==> config.mk <==
export PLATFORM = sky130hd
export DESIGN_NAME = mcsr_file
export DESIGN_NICKNAME = d
export VERILOG_FILES = /design/src/rtl/mcsr_pkg.sv /design/src/rtl/mcsr_decode.sv /design/src/rtl/mcsr_trap_calc.sv /design/src/rtl/mcsr_dbg_regs.sv /design/src/rtl/mcsr_file.sv
export SDC_FILE = /design/constraint.sdc
export NUM_CORES = 1
export LEC_CHECK = 0
export CAP_MARGIN = 0
export CELL_PAD_IN_SITES_DETAIL_PLACEMENT = 0
export CELL_PAD_IN_SITES_GLOBAL_PLACEMENT = 1
export CORE_MARGIN = 8
export CORE_UTILIZATION = 40
export CTS_CLUSTER_DIAMETER = 50
export DETAILED_ROUTE_END_ITERATION = 8
export PLACE_DENSITY = 0.8
export SETUP_SLACK_MARGIN = 0.1
export SYNTH_ARGS = -nofsm -noshare
export SYNTH_HDL_FRONTEND = slang
export SYNTH_SLANG_ARGS = --single-unit
==> constraint.sdc <==
create_clock -name clk_i -period 5.43 [get_ports clk_i]
set_clock_uncertainty 0.2 [all_clocks]
set_input_delay 0.543 -clock clk_i [delete_from_list [all_inputs] [get_ports clk_i]]
set_output_delay 0.543 -clock clk_i [all_outputs]
set_load 0.005 [all_outputs]
==> src/rtl/mcsr_pkg.sv <==
package mcsr_pkg;
  typedef enum logic [3:0] {
    SEL_NONE, SEL_MSTATUS, SEL_MISA, SEL_MIE, SEL_MTVEC, SEL_MSCRATCH,
    SEL_MEPC, SEL_MCAUSE, SEL_MTVAL, SEL_MIP, SEL_ID, SEL_ZERO, SEL_DBG
  } csr_sel_e;

  localparam logic [11:0] A_MSTATUS  = 12'h300;
  localparam logic [11:0] A_MISA     = 12'h301;
  localparam logic [11:0] A_MIE      = 12'h304;
  localparam logic [11:0] A_MTVEC    = 12'h305;
  localparam logic [11:0] A_MSCRATCH = 12'h340;
  localparam logic [11:0] A_MEPC     = 12'h341;
  localparam logic [11:0] A_MCAUSE   = 12'h342;
  localparam logic [11:0] A_MTVAL    = 12'h343;
  localparam logic [11:0] A_MIP      = 12'h344;
  localparam logic [11:0] A_DCSR     = 12'h7B0;
  localparam logic [11:0] A_DPC      = 12'h7B1;
  localparam logic [11:0] A_DSCR0    = 12'h7B2;
  localparam logic [11:0] A_DSCR1    = 12'h7B3;
  localparam logic [11:0] A_VENDOR   = 12'hF11;
  localparam logic [11:0] A_ARCH     = 12'hF12;
  localparam logic [11:0] A_IMPL     = 12'hF13;
  localparam logic [11:0] A_HART     = 12'hF14;

  localparam int unsigned ST_MIE_BIT  = 3;
  localparam int unsigned ST_MPIE_BIT = 7;
  localparam int unsigned MTIP_BIT    = 7;
  localparam logic [31:0] DCSR_KEEP   = 32'h0000_89C4;
  localparam logic [31:0] CAUSE_KEEP  = 32'h8000_000F;
  localparam logic [31:0] VENDOR_VAL  = 32'h0000_0669;
  localparam logic [31:0] IMPL_VAL    = 32'h0000_0001;
  localparam logic [3:0]  ECALL_CODE  = 4'd11;
  localparam logic [1:0]  PRIV_MACH   = 2'd3;
endpackage

==> src/rtl/mcsr_decode.sv <==
module mcsr_decode
  import mcsr_pkg::*;
#(
  parameter bit DEBUG_EN = 1'b1
) (
  input  logic [11:0] addr_i,
  input  logic [1:0]  priv_i,
  output csr_sel_e    sel_o,
  output logic        err_o
);
  logic [6:0] blk;
  logic       zero_hit;

  assign blk      = addr_i[11:5];
  // counter/event blocks 3..31
  assign zero_hit = (addr_i[4:0] >= 5'd3) &&
                    (blk == 7'h58 || blk == 7'h5C || blk == 7'h19 ||
                     blk == 7'h60 || blk == 7'h64);

  always_comb begin
    sel_o = SEL_NONE;
    if (zero_hit) sel_o = SEL_ZERO;
    else begin
      case (addr_i)
        A_MSTATUS:  sel_o = SEL_MSTATUS;
        A_MISA:     sel_o = SEL_MISA;
        A_MIE:      sel_o = SEL_MIE;
        A_MTVEC:    sel_o = SEL_MTVEC;
        A_MSCRATCH: sel_o = SEL_MSCRATCH;
        A_MEPC:     sel_o = SEL_MEPC;
        A_MCAUSE:   sel_o = SEL_MCAUSE;
        A_MTVAL:    sel_o = SEL_MTVAL;
        A_MIP:      sel_o = SEL_MIP;
        A_VENDOR, A_ARCH, A_IMPL, A_HART: sel_o = SEL_ID;
        A_DCSR, A_DPC, A_DSCR0, A_DSCR1:  sel_o = DEBUG_EN ? SEL_DBG : SEL_NONE;
        default:    sel_o = SEL_NONE;
      endcase
    end
  end

  assign err_o = (sel_o == SEL_NONE) || (priv_i < addr_i[9:8]);
endmodule

==> src/rtl/mcsr_trap_calc.sv <==
module mcsr_trap_calc
  import mcsr_pkg::*;
#(
  parameter logic [31:0] PC_MASK = 32'hFFFF_FFFE
) (
  input  logic        irq_i,
  input  logic [3:0]  code_i,
  input  logic [31:0] pc_i,
  input  logic [31:0] instr_i,
  input  logic [31:0] tval_i,
  output logic [31:0] cause_o,
  output logic [31:0] epc_o,
  output logic [31:0] tval_o
);
  logic [3:0] code_adj;

  assign code_adj = (!irq_i && code_i == ECALL_CODE) ? 4'(8 + PRIV_MACH) : code_i;
  assign cause_o  = {irq_i, 27'b0, code_adj};
  assign epc_o    = pc_i & PC_MASK;

  always_comb begin
    if (irq_i)              tval_o = '0;
    else if (code_i == 4'd2) tval_o = (instr_i[1:0] == 2'b11) ? instr_i : {16'b0, instr_i[15:0]};
    else if (code_i == 4'd3) tval_o = pc_i;
    else                     tval_o = tval_i;
  end
endmodule

==> src/rtl/mcsr_dbg_regs.sv <==
module mcsr_dbg_regs
  import mcsr_pkg::*;
#(
  parameter bit DEBUG_EN = 1'b1
) (
  input  logic        clk_i,
  input  logic        rst_ni,
  input  logic        wr_i,
  input  logic [1:0]  idx_i,
  input  logic [31:0] wdata_i,
  output logic [31:0] rdata_o
);
  if (DEBUG_EN) begin : g_dbg
    logic [31:0] regs_q [4];
    for (genvar i = 0; i < 4; i++) begin : g_reg
      localparam logic [31:0] KEEP = (i == 0) ? DCSR_KEEP : 32'hFFFF_FFFF;
      always_ff @(posedge clk_i or negedge rst_ni) begin
        if (!rst_ni)                        regs_q[i] <= '0;
        else if (wr_i && idx_i == 2'(i))    regs_q[i] <= wdata_i & KEEP;
      end
    end
    assign rdata_o = regs_q[idx_i];
  end else begin : g_nodbg
    logic unused_dbg;
    assign unused_dbg = ^{clk_i, rst_ni, wr_i, idx_i, wdata_i};
    assign rdata_o    = '0;
  end
endmodule

==> src/rtl/mcsr_file.sv <==
module mcsr_file
  import mcsr_pkg::*;
#(
  parameter bit          DEBUG_EN   = 1'b1,
  parameter bit          COMPRESSED = 1'b1,
  parameter logic [31:0] IRQ_MASK   = 32'h0000_0888,
  parameter logic [31:0] ARCH_ID    = 32'h0,
  parameter logic [31:0] HART_ID    = 32'h0
) (
  input  logic        clk_i,
  input  logic        rst_ni,
  input  logic        csr_req_i,
  input  logic        csr_we_i,
  input  logic [11:0] csr_addr_i,
  input  logic [31:0] csr_wdata_i,
  input  logic [1:0]  priv_i,
  output logic [31:0] csr_rdata_o,
  output logic        csr_err_o,
  input  logic        mtip_i,
  input  logic        trap_i,
  input  logic        trap_irq_i,
  input  logic [3:0]  trap_cause_i,
  input  logic [31:0] trap_pc_i,
  input  logic [31:0] trap_instr_i,
  input  logic [31:0] trap_tval_i,
  input  logic        mret_i,
  output logic        irq_en_o,
  output logic [31:0] mtvec_o,
  output logic [31:0] mepc_o
);
  localparam logic [31:0] PC_MASK  = COMPRESSED ? 32'hFFFF_FFFE : 32'hFFFF_FFFC;
  localparam logic [31:0] MISA_VAL = 32'h4000_1100 | (COMPRESSED ? 32'h4 : 32'h0);
  localparam logic [31:0] MIP_WR   = IRQ_MASK & ~(32'h1 << MTIP_BIT);

  csr_sel_e    sel;
  logic        dec_err, wr_ok;
  logic        mie_q, mpie_q;
  logic [31:0] mie_r_q, mip_q, mtvec_q, mscratch_q, mepc_q, mcause_q, mtval_q;
  logic [31:0] t_cause, t_epc, t_tval, dbg_rdata, id_val, mstatus_rd, mip_rd;

  mcsr_decode #(.DEBUG_EN(DEBUG_EN)) u_dec (
    .addr_i(csr_addr_i), .priv_i(priv_i), .sel_o(sel), .err_o(dec_err)
  );

  mcsr_trap_calc #(.PC_MASK(PC_MASK)) u_trap (
    .irq_i(trap_irq_i), .code_i(trap_cause_i), .pc_i(trap_pc_i),
    .instr_i(trap_instr_i), .tval_i(trap_tval_i),
    .cause_o(t_cause), .epc_o(t_epc), .tval_o(t_tval)
  );

  mcsr_dbg_regs #(.DEBUG_EN(DEBUG_EN)) u_dbg (
    .clk_i(clk_i), .rst_ni(rst_ni), .wr_i(wr_ok && sel == SEL_DBG),
    .idx_i(csr_addr_i[1:0]), .wdata_i(csr_wdata_i), .rdata_o(dbg_rdata)
  );

  assign csr_err_o = csr_req_i && dec_err;
  assign wr_ok     = csr_req_i && csr_we_i && !dec_err;

  // trap and return take precedence over software writes of the same register
  always_ff @(posedge clk_i or negedge rst_ni) begin
    if (!rst_ni) begin
      mie_q    <= 1'b0;
      mpie_q   <= 1'b0;
      mepc_q   <= '0;
      mcause_q <= '0;
      mtval_q  <= '0;
    end else if (trap_i) begin
      mie_q    <= 1'b0;
      mpie_q   <= mie_q;
      mepc_q   <= t_epc;
      mcause_q <= t_cause;
      mtval_q  <= t_tval;
    end else if (mret_i) begin
      mie_q    <= mpie_q;
      mpie_q   <= 1'b1;
    end else if (wr_ok) begin
      case (sel)
        SEL_MSTATUS: begin
          mie_q  <= csr_wdata_i[ST_MIE_BIT];
          mpie_q <= csr_wdata_i[ST_MPIE_BIT];
        end
        SEL_MEPC:   mepc_q   <= csr_wdata_i & PC_MASK;
        SEL_MCAUSE: mcause_q <= csr_wdata_i & CAUSE_KEEP;
        SEL_MTVAL:  mtval_q  <= csr_wdata_i;
        default: ;
      endcase
    end
  end

  always_ff @(posedge clk_i or negedge rst_ni) begin
    if (!rst_ni) begin
      mie_r_q    <= '0;
      mip_q      <= '0;
      mtvec_q    <= '0;
      mscratch_q <= '0;
    end else if (wr_ok) begin
      case (sel)
        SEL_MIE:      mie_r_q    <= csr_wdata_i & IRQ_MASK;
        SEL_MIP:      mip_q      <= csr_wdata_i & MIP_WR;
        SEL_MTVEC:    mtvec_q    <= csr_wdata_i;
        SEL_MSCRATCH: mscratch_q <= csr_wdata_i;
        default: ;
      endcase
    end
  end

  always_comb begin
    case (csr_addr_i[2:0])
      3'd1:    id_val = VENDOR_VAL;
      3'd2:    id_val = ARCH_ID;
      3'd3:    id_val = IMPL_VAL;
      default: id_val = HART_ID;
    endcase
  end

  assign mstatus_rd = {19'b0, 2'b11, 3'b0, mpie_q, 3'b0, mie_q, 3'b0};
  assign mip_rd     = mip_q | ({31'b0, mtip_i & IRQ_MASK[MTIP_BIT]} << MTIP_BIT);

  always_comb begin
    csr_rdata_o = '0;
    if (csr_req_i && !dec_err) begin
      case (sel)
        SEL_MSTATUS:  csr_rdata_o = mstatus_rd;
        SEL_MISA:     csr_rdata_o = MISA_VAL;
        SEL_MIE:      csr_rdata_o = mie_r_q;
        SEL_MTVEC:    csr_rdata_o = mtvec_q & ~32'h2;
        SEL_MSCRATCH: csr_rdata_o = mscratch_q;
        SEL_MEPC:     csr_rdata_o = mepc_q;
        SEL_MCAUSE:   csr_rdata_o = mcause_q;
        SEL_MTVAL:    csr_rdata_o = mtval_q;
        SEL_MIP:      csr_rdata_o = mip_rd;
        SEL_ID:       csr_rdata_o = id_val;
        SEL_DBG:      csr_rdata_o = dbg_rdata;
        default:      csr_rdata_o = '0;
      endcase
    end
  end

  assign irq_en_o = mie_q;
  assign mtvec_o  = mtvec_q & ~32'h2;
  assign mepc_o   = mepc_q;
endmodule

==> results.json <==
{
  "crit_chain": "clkdlybuf4s50_1 > or4b_2 > a2111oi_4 > a311o_1 > o31ai_4 > buf_4 > a31oi_1 > clkdlybuf4s50_1",
  "synth_seq_cells": 240,
  "nets": 1556,
  "die_w_um": 198,
  "slew_viol_final": 0,
  "critPathMaxStageDelay_ps": 820,
  "finalNonFillerCells": 1866,
  "ir_drop_uv": 229,
  "worst_r2r_endpoint": "irq_en_o",
  "period_needed_ps": 4930,
  "drc_errors": 0,
  "via_per_inst": 6.30,
  "synth.cells.most_frequent": "240 x dfrtp_1, 195 x mux2_2, 91 x clkbuf_1",
  "nFillCells": 2822,
  "drt_pass1_iterations": 8,
  "pwr-share-clk_pct": 46.4,
  "drive_gt1_share_pct": 24.5,
  "worst_pin_slew_ps": 1230,
  "crit_type": "input port to output pin",
  "setup_viol": 0,
  "grt_pass1_vias": 11500,
  "grt_antenna_before_repair": 1,
  "switchingPower_w": 0.00112,
  "final_util_pct": 52.8,
  "cts-htree-levels": 1,
  "p_int_w": 0.00335,
  "seqPwrFrac_pct": 42.3,
  "required_ps": 4690,
  "fmax_mhz": 203,
  "reg2reg_slack_ps": 4310,
  "synth-edff-count": 0,
  "hold_path_class": "register to register",
  "ys_warn_count": 0,
  "synthesis.area_um2": 13300,
  "coreArea_um2": 32600,
  "total_power_w": 0.00447,
  "fin_tns_setup_ps": 0,
  "gp_congestion": 0.921,
  "ios": 252,
  "end_kind": "output pin",
  "row_count": 66,
  "grt_pass1_wl_mm": 74.0,
  "yosysTopAreaCellShare_pct": 45.3,
  "synthFlopType": "dfrtp_1",
  "cp_slowest_cell": "clkdlybuf4s50_1",
  "yosys.area.top_type": "dfrtp_1",
  "dp_cells": 1812,
  "ant_nets": 0,
  "clock_latency_ps": 540,
  "postSynth.asyncResetShare_pct": 100,
  "routed_wl_mm": 49.4,
  "slew_headroom_pct": 17.6,
  "port_buffers": 249,
  "p_leak_nw": 7.16,
  "track_usage_pct": 24.2,
  "areaGrowthSynthToFinish_pct": 29.8,
  "maxCapViolCount": 0,
  "drt_iter0_drc": 1439,
  "overflow": 0,
  "hold_path_end": "u_dbg.g_dbg.regs_q[65]",
  "syn_inst": 1213,
  "ys_top_cells_by_area": "dfrtp_1 45%, mux2_2 17%, a31oi_1 4.2%",
  "start_kind": "input port",
  "tritoncts": "built",
  "crit_arrival_ps": 4190,
  "cts_sinks": 240,
  "design.die.area_um2": 39300,
  "worstReg2RegStart": "irq_en_o",
  "sw_frac_of_total_pct": 25.1,
  "path_clk_slew_ps": 50,
  "crit_top_cell": "clkdlybuf4s50_1",
  "comb_power_share_pct": 11.4,
  "grt_max_degree": 145,
  "status": "completed",
  "timing.critical_path.buf_inv": 3,
  "ys_seq_area_share_pct": 45.3,
  "start_util_pct": 40.7,
  "routedWlPerCell_um": 26.5,
  "hp-start": "u_dbg.g_dbg.regs_q[65]",
  "cts_buffers": 28,
  "power_density_nw_per_um2": 259,
  "cts_buffer_depth": 3,
  "die_y_um": 198,
  "via_count": 11800,
  "cp_top_family": "buffers and inverters",
  "synth_most_common_cell": "dfrtp_1",
  "cts_root_buf": "clkbuf_16",
  "fin_crit_sh_pct": 90.9,
  "rsz0062_at_grt": "false",
  "crit_fanout": 25,
  "dp_hpwl_mm": 34.4,
  "min_path_cells": 1,
  "hold_viol_final": 0,
  "syn_area_per_cell_um2": 10.9,
  "synth_cell_types": 65,
  "hold_ws_ps": 299,
  "worst_r2r_path_depth": 2
}
sequential cells by signal, indices dropped and copies added (netlist names):
| signal | count |
|---|---|
| irq_en_o | 1 |
| mcause_q | 5 |
| mepc_o | 31 |
| mie_r_q | 3 |
| mip_q | 2 |
| mpie_q | 1 |
| mscratch_q | 32 |
| mtval_q | 32 |
| mtvec_q | 31 |
| u_dbg.g_dbg.regs_q | 102 |
cell usage in the layout, fill, tap and decap left out, types with 21 or more instances in the layout:
| master | netlist | final |
|---|---|---|
| buf_4 | 3 | 36 |
| nand2_1 | 51 | 50 |
| clkdlybuf4s50_1 | 0 | 245 |
| a221oi_1 | 21 | 21 |
| o21ai_0 | 43 | 42 |
| mux2i_1 | 26 | 26 |
| clkbuf_16 | 0 | 29 |
| a21oi_1 | 22 | 22 |
| o31ai_2 | 30 | 30 |
| nand4_1 | 64 | 64 |
| mux2_2 | 195 | 195 |
| dfrtp_1 | 240 | 240 |
| nor2_1 | 57 | 54 |
| a31oi_1 | 90 | 90 |
| a222oi_1 | 24 | 24 |
layout make-up:
cell class,instances,area (um^2),area share [%]
Multi-Input combinational cell,832,6750,39.2
Antenna cell,2,5.00,0.0291
Timing Repair Buffer,291,2860,16.6
Tap cell,442,553,3.21
Inverter,8,30.0,0.174
Clock buffer,36,792,4.60
Sequential cell,240,6010,34.9
Clock inverter,15,224,1.30
worst register-to-register path, cell delays in order (launching register included):
cell	delay (ps)
dfrtp_1	440
mux2i_1	100
a211oi_1	280
metal layers:
| metal | vias up | global-route usage, % | part of all wire [%] |
|---|---|---|---|
| li1 | 5102 | - | - |
| met1 | 6023 | 35.3 | 45 |
| met2 | 574 | 37.0 | 45 |
| met3 | 59 | 4.30 | 8.9 |
| met4 | 0 | 5.14 | 1.6 |
| met5 | - | 0 | 0 |
power groups by stage:
stage               sequential [W]  combinational [W]  clock [W]
floorplan                  0.00190           0.000199          0
global placement           0.00192           0.000498          0
detailed placement         0.00192           0.000503          0
CTS                        0.00189           0.000505    0.00209
global route               0.00189           0.000545    0.00216
finish                     0.00189           0.000507    0.00207
through the flow:
stage / setup slack (ps) / area, um^2
detailed placement: 537 / 16200
finish: 495 / 17200
global route: 363 / 17200
CTS: 541 / 17200
floorplan: 2160 / 13300
global placement: 636 / 16200
how the worst max path moves through the flow:
stage	from	endpoint	slack, ps	depth (start not counted)
2_1_floorplan	csr_addr_i[1]	csr_rdata_o[31]	2160	9
3_3_place_gp	csr_addr_i[6]	csr_rdata_o[15]	640	8
3_5_place_dp	csr_addr_i[6]	csr_rdata_o[15]	540	8
4_1_cts	csr_addr_i[6]	csr_rdata_o[15]	540	8
5_1_grt	csr_addr_i[6]	csr_rdata_o[14]	360	8
6_report	csr_addr_i[6]	csr_rdata_o[15]	500	8
timing repair:
item | 4_1_cts | 5_1_grt
hold buffers | 1 | 0
setup endpoints to repair | 0 | 0
hold endpoints to repair | 96 | 0
setup buffers | 0 | 0
gates resized for setup | 0 | 0
kinds of logic after synthesis:
| family | Yosys count | synth area share (%) |
|---|---|---|
| fa+ha+maj | 1 | 0.0943 |
| compound gates | 337 | 19.5 |
| flops | 240 | 45.3 |
| simple gates | 265 | 11.1 |
| mux | 227 | 19.5 |
| other cells | 1 | 0.0283 |
| buf+inv | 142 | 4.45 |
(Power assumes the default switching activity.)
